## config.mk

```make
export PLATFORM = sky130hd
export DESIGN_NAME = ddr_burst_serializer
export DESIGN_NICKNAME = d
export VERILOG_FILES = /design/src/rtl/burst_pkg.sv /design/src/rtl/beat_mux.sv /design/src/rtl/ddr_burst_serializer.sv
export SDC_FILE = /design/constraint.sdc
export NUM_CORES = 1
export LEC_CHECK = 0
export BUFFER_PORTS_ARGS = -buffer_cell sky130_fd_sc_hd__buf_4
export CAP_MARGIN = 15
export CORE_ASPECT_RATIO = 1.2
export CORE_MARGIN = 3
export CORE_UTILIZATION = 28
export CTS_BUF_LIST = sky130_fd_sc_hd__clkbuf_8
export DETAILED_ROUTE_END_ITERATION = 8
export PLACE_DENSITY_LB_ADDON = 0.05
export SLEW_MARGIN = 30
export SYNTH_ARGS = -nofsm -noshare
export SYNTH_HDL_FRONTEND = slang
export SYNTH_SLANG_ARGS = --single-unit
```

## constraint.sdc

```tcl
create_clock -name clk -period 2.72 [get_ports clk]
set_clock_uncertainty 0.15 [all_clocks]
set_input_delay 0.408 -clock clk [delete_from_list [all_inputs] [get_ports clk]]
set_output_delay 0.408 -clock clk [all_outputs]
set_load 0.03 [all_outputs]
```

## src/rtl/burst_pkg.sv

```systemverilog
package burst_pkg;

    typedef enum logic {
        MODE_FULL = 1'b0,
        MODE_CHOP = 1'b1
    } burst_mode_e;

    // index of the final clock (pair) of a burst for the given mode
    function automatic int final_pair(input burst_mode_e mode, input int pairs);
        return (mode == MODE_CHOP) ? (pairs / 2) - 1 : pairs - 1;
    endfunction

endpackage

```

## src/rtl/beat_mux.sv

```systemverilog
module beat_mux #(
    parameter int BEAT_W = 8,
    parameter int SLICES = 8,
    localparam int IDX_W = $clog2(SLICES)
) (
    input  logic [BEAT_W*SLICES-1:0] word,
    input  logic [IDX_W-1:0]         idx,
    input  logic                     en,
    output logic [BEAT_W-1:0]        beat
);
    always_comb begin
        beat = '0;
        if (en) begin
            beat = word[idx*BEAT_W +: BEAT_W];
        end
    end
endmodule

```

## src/rtl/ddr_burst_serializer.sv

```systemverilog
module ddr_burst_serializer #(
    parameter int BEAT_W   = 8,
    parameter int PREFETCH = 8,
    localparam int WORD_W  = BEAT_W * PREFETCH,
    localparam int IDX_W   = $clog2(PREFETCH),
    localparam int PAIRS   = PREFETCH / 2,
    localparam int PAIR_W  = IDX_W - 1
) (
    input  logic              clk,
    input  logic              rst_n,
    input  logic              in_valid,
    input  logic [WORD_W-1:0] in_word,
    input  logic              in_chop,
    input  logic [IDX_W-1:0]  in_start,
    output logic              in_ready,
    output logic              out_valid,
    output logic [BEAT_W-1:0] out_beat0,
    output logic [BEAT_W-1:0] out_beat1
);
    import burst_pkg::*;

    typedef struct packed {
        logic              active;
        logic [PAIR_W-1:0] pair;
        logic [PAIR_W-1:0] last;
        logic [IDX_W-1:0]  start;
        logic [WORD_W-1:0] word;
    } state_t;

    state_t st_d, st_q;
    logic   at_last;
    logic   accept;
    burst_mode_e mode;

    assign mode    = in_chop ? MODE_CHOP : MODE_FULL;
    assign at_last = st_q.pair == st_q.last;
    assign in_ready = !st_q.active || at_last;
    assign accept  = in_valid && in_ready;
    assign out_valid = st_q.active;

    always_comb begin
        st_d = st_q;
        if (accept) begin
            st_d.active = 1'b1;
            st_d.pair   = '0;
            st_d.last   = PAIR_W'(final_pair(mode, PAIRS));
            st_d.start  = in_start;
            st_d.word   = in_word;
        end else if (st_q.active) begin
            if (at_last) begin
                st_d.active = 1'b0;
            end else begin
                st_d.pair = st_q.pair + 1'b1;
            end
        end
    end

    always_ff @(posedge clk or negedge rst_n) begin
        if (!rst_n) begin
            st_q <= '0;
        end else begin
            st_q <= st_d;
        end
    end

    logic [BEAT_W-1:0] lane_beat [2];

    for (genvar lane = 0; lane < 2; lane++) begin : g_lane
        logic [IDX_W-1:0] idx;
        assign idx = st_q.start + {st_q.pair, 1'(lane)};
        beat_mux #(
            .BEAT_W(BEAT_W),
            .SLICES(PREFETCH)
        ) u_mux (
            .word(st_q.word),
            .idx (idx),
            .en  (st_q.active),
            .beat(lane_beat[lane])
        );
    end

    assign out_beat0 = lane_beat[0];
    assign out_beat1 = lane_beat[1];
endmodule

```

After elaboration in Yosys (flattened, before gate mapping)

Cells that the tools add are included.
W data, S select, Z words.

Register bits: 72
Input port bits: 71
Output and inout bits: 18
Logic and storage cells: 25

$add $sub $neg: 3
Eq/ne operators: 2
Shift operators: 2
Muxes and demuxes: 8
Reductions and logical operators: 5

Operator list:

| operator              | count |
|---|---|
| $shiftx A64 B7 Y8     | 2 |
| $mux W8               | 2 |
| $add A3 B3 Y3         | 2 |
| $mux W3               | 2 |
| $mux W2               | 2 |
| $add A2 B1 Y2 const B | 1 |
| $eq A2 B2 Y1          | 1 |
| $mux W1               | 2 |
| $ne A2 B1 Y1 const B  | 1 |
| $reduce_and A2 Y1     | 1 |
| $reduce_bool A2 Y1    | 1 |
| $logic_and A1 B1 Y1   | 1 |
| $logic_not A1 Y1      | 1 |
| $logic_or A1 B1 Y1    | 1 |

Longest topological paths before layout

Depth after elaboration: 5
Gate-level depth with buffers: 9
Depth with buffers taken out: 5

Hierarchy

Synthesis repeated with hierarchy kept, for this count alone.

Cell total of the unflattened synthesis: 245
Area, all modules: 3996.3 um^2

Modules (own cells, without submodules):

| module               | times used | cells an instance | area an instance (um^2) |
|---|---|---|---|
| ddr_burst_serializer | 1          | 169               | 2890.3 |
| beat_mux             | 2          | 38                | 553.0 |

Least setup slack after synthesis

OpenSTA, ideal clock, no wires.

Kind: reg2out
Start point: register st_q[64] (netlist bit)
End point: output port out_beat1[5]
Data arrival time: 2.617 ns
Data required time: 2.162 ns
Path slack: -0.455 ns
Cell stages (with the launch flop): 10
Buffers on the path: 4
Path through: dfrtp_1 buf_2 buf_2 inv_1 fa_1 clkbuf_1 clkbuf_1 mux4_2 mux2i_1 nor2b_1

Word-level cells in the longest chain between the ends: 3

RTL lines:

| item                   | line                       | source |
|---|---|---|
| from (decl)            | ddr_burst_serializer.sv:30 | `state_t st_d, st_q;` |
| from (signal assigned) | ddr_burst_serializer.sv:62 | `st_q <= st_d;` |
| $add A3 B3 Y3          | ddr_burst_serializer.sv:70 | `assign idx = st_q.start + {st_q.pair, 1'(lane)};` |
| $shiftx A64 B7 Y8      | beat_mux.sv:14             | `beat = word[idx*BEAT_W +: BEAT_W];` |
| $mux W8                | beat_mux.sv:13             | `if (en) begin` |
| to (decl)              | ddr_burst_serializer.sv:18 | `output logic [BEAT_W-1:0] out_beat1` |

No other way between the ends.

Worst setup path in the final report

Start point: register st_q[65] (netlist bit)
End point: output port out_beat1[4]

Same word-level chain as after synthesis.

==> metrics.log <==
[metrics] Final #Nets: 409
[metrics] number of sinks driven by the clock tree: 72
[metrics] data arrival time at the worst-slack endpoint: 2.31 ns
[metrics] commonest cells after routing, fill and taps aside: sky130_fd_sc_hd__buf_4, sky130_fd_sc_hd__dfrtp_1, sky130_fd_sc_hd__mux2_2, sky130_fd_sc_hd__mux4_2, sky130_fd_sc_hd__mux2_4
[metrics] most common library cell in the layout ignoring fill and taps: sky130_fd_sc_hd__buf_4
[metrics] number of routed nets with antenna violations: 0
[metrics] number of design rule violations left after detail routing: 0
[metrics] initial standard-cell utilization of the core: 29.1%
[metrics] max-slew violation count: 0
[metrics] maximum number of pins on one net before global-route repair: 47
[metrics] vias per std cell: 4.70
[metrics] Layout Cells excl Fill: 509
[metrics] min setup slack post-route: -0.143 ns
[metrics] GRT Total Usage: 13.6%
[metrics] CTS root buf: sky130_fd_sc_hd__clkbuf_8
[metrics] net count of the mapped netlist: 312
[metrics] count of cell types in the netlist: 25
[metrics] CTS tree: yes
[metrics] count of buffers inserted at the top-level ports: 88
[metrics] minimum clock period after layout: 2.86 ns
[metrics] Syn. warnings: 0
[metrics] Gate Count Post-Synth: 239
[metrics] violations in the final reports: negative setup slack
[metrics] full die area: 15500 sq um
[metrics] Inserted Clock Buffers: 9
[metrics] initial antenna violation count: 0
[metrics] class of the worst hold path: in2reg
[metrics] syn avg cell area: 16.4 sq um
[metrics] final antenna diode count: 0
[metrics] Synth-to-Final Area Change: 30.4%
[metrics] area post-placement: 4820 sq um
[metrics] worst stage delay on the critical path: 0.58 ns
[metrics] DIE WIDTH: 114 microns
[metrics] chip height: 136 microns
[metrics] post-route fraction of the period consumed by the critical path: 105%
[metrics] number of global-route vias before repair: 2502
[metrics] number of DRC violations after detailed-routing iteration 0: 125
[metrics] CP startpoint kind: register
[metrics] proportion of layout cells with a drive suffix above 1: 68.0%
[metrics] combined area of all synthesized cells: 3920 sq um
[metrics] Clk Latency, worst-skew pair: 0.36 ns
[metrics] final weighted congestion in routability-driven placement: 0.723
[metrics] max-cap check violation count: 0
[metrics] detailed-route via count: 2394
[metrics] number of buffers between clock root and the deepest sink: 2
[metrics] per-cell routed wire length: 19.5 microns
[metrics] flip-flop and latch count after synthesis: 72
[metrics] Clock H-tree levels: 3
[metrics] count of final hold-check violations: 0
[metrics] Top Family by Delay on Critical Path: adder cells
[metrics] Rel. slew slack: 64.7%
[metrics] portion of the post-synthesis area used by sequential elements: 45.9%
[metrics] timing-limited maximum frequency: 349 MHz
[metrics] RSZ-0062 raised after global routing: true
[metrics] post-detailed-routing wire length: 9940 microns
[metrics] placement row count: 46
[metrics] DR pass1 iterations: 4
[metrics] combined buffer and inverter count along the critical path: 3
[metrics] WS Path Type: reg2out
[metrics] Post-Layout Inst Area: 5110 sq um
[metrics] post-detailed-placement half-perimeter wirelength: 7010 microns
[metrics] Slowest-stage cell, CP: sky130_fd_sc_hd__fa_1
[metrics] GRT Residual Overflow: 0
[metrics] clock-pin slew on the worst setup and hold paths: 0.08 ns
[metrics] biggest fanout along the worst timing path: 16
[metrics] Worst setup EP type: output port
[metrics] Critical Path RT: 2.16 ns
[metrics] boundary pin count: 89
[metrics] Placeable Area: 13500 sq um
[metrics] result of the run: finished with violations
[metrics] Cells after DPL: 488
[metrics] global-route wire length before repair: 15400 microns
[metrics] TNS Setup: -0.947 ns
[metrics] setup violation total in the final timing report: 11
[metrics] worst hold slack: 0.0800 ns
[metrics] cell breakdown of the critical path: inv_1 > fa_1 > buf_12 > mux4_2 > mux2i_1 > nor2b_2 > buf_6
[metrics] Least-Margin Pin Slew: 0.530 ns
cell families after synthesis:
kind of cell	synth area share, %
AOI/OAI and AO/OA	0.893
xor gates and xnor gates	1.98
adders and majority gates	0.829
buffers and inverters	3.06
DFF	45.9
muxes	44.0
and+or+nand+nor	3.29
flip-flops by register name, indices dropped and copies added (netlist names):
signal,count
st_q,71
out_valid,1
layer usage:
metal / vias up / global-route usage [%] / routed length (microns)
met1: 1220 / 21.5 / 4960
met4: 0 / 4.95 / 146
met3: 11 / 3.93 / 531
li1: 1098 / - / -
met5: - / 0 / 0
met2: 65 / 17.3 / 4300
path summary, 6_finish.rpt:
check	to	slack (ns)	from	cells after the start
worst max-delay path	out_beat1[4]	-0.14	st_q[65]	7
worst min-delay path	st_q[68]	0.08	in_chop	2
worst max register to register	st_q[11]	0.58	st_q[69]	7
worst min register to register	st_q[67]	0.34	st_q[67]	1
max in group asynchronous	st_q[53]	1.42	rst_n	3
min in group asynchronous	st_q[7]	0.40	rst_n	2
synth_stat cells (all sizes together):
| cell | n | area share [%] |
|---|---|---|
| dfrtp | 72 | 46 |
| xor2 | 3 | 0.86 |
| mux4 | 32 | 18 |
| o21ai | 1 | 0.41 |
| mux2i | 18 | 4.6 |
| inv | 3 | 0.29 |
| a21o | 1 | 0.19 |
| a21oi | 1 | 0.13 |
| nand2b | 2 | 0.32 |
| mux2 | 67 | 21 |
| clkbuf | 3 | 0.29 |
| nor2b | 16 | 2.6 |
| xnor2 | 2 | 1.1 |
| ha | 1 | 0.32 |
| fa | 1 | 0.51 |
| nand2 | 1 | 0.29 |
| nor3 | 1 | 0.13 |
| a31oi | 1 | 0.16 |
| buf | 13 | 2.5 |
metrics by stage:
| stage | util, % | setup WS, ns |
|---|---|---|
| 3_3_place_gp | 35.8 | 0.254 |
| 4_1_cts | 37.9 | -0.184 |
| 2_1_floorplan | - | 0.0284 |
| 6_report | 38.0 | -0.143 |
| 5_1_grt | 38.0 | -0.245 |
| 3_5_place_dp | 35.8 | 0.223 |
repair_timing:
item	CTS	global route
setup buffers	3	1
hold endpoints to repair	37	0
hold buffers	1	0
setup endpoints to repair	16	16
gates resized for setup	11	1
final cells by class:
| cell class | count | area (sq um) |
|---|---|---|
| clock buffers | 10 | 138 |
| clock inverters | 6 | 67.6 |
| fillers | 1336 | 8350 |
| inverters | 3 | 11.3 |
| multi-input cells | 148 | 2030 |
| flip-flops and latches | 72 | 1800 |
| well taps | 168 | 210 |
| repair buffers | 102 | 856 |
Power is not shown: default switching activity piles up to over one toggle a cycle in this logic, so the estimate is an artifact.
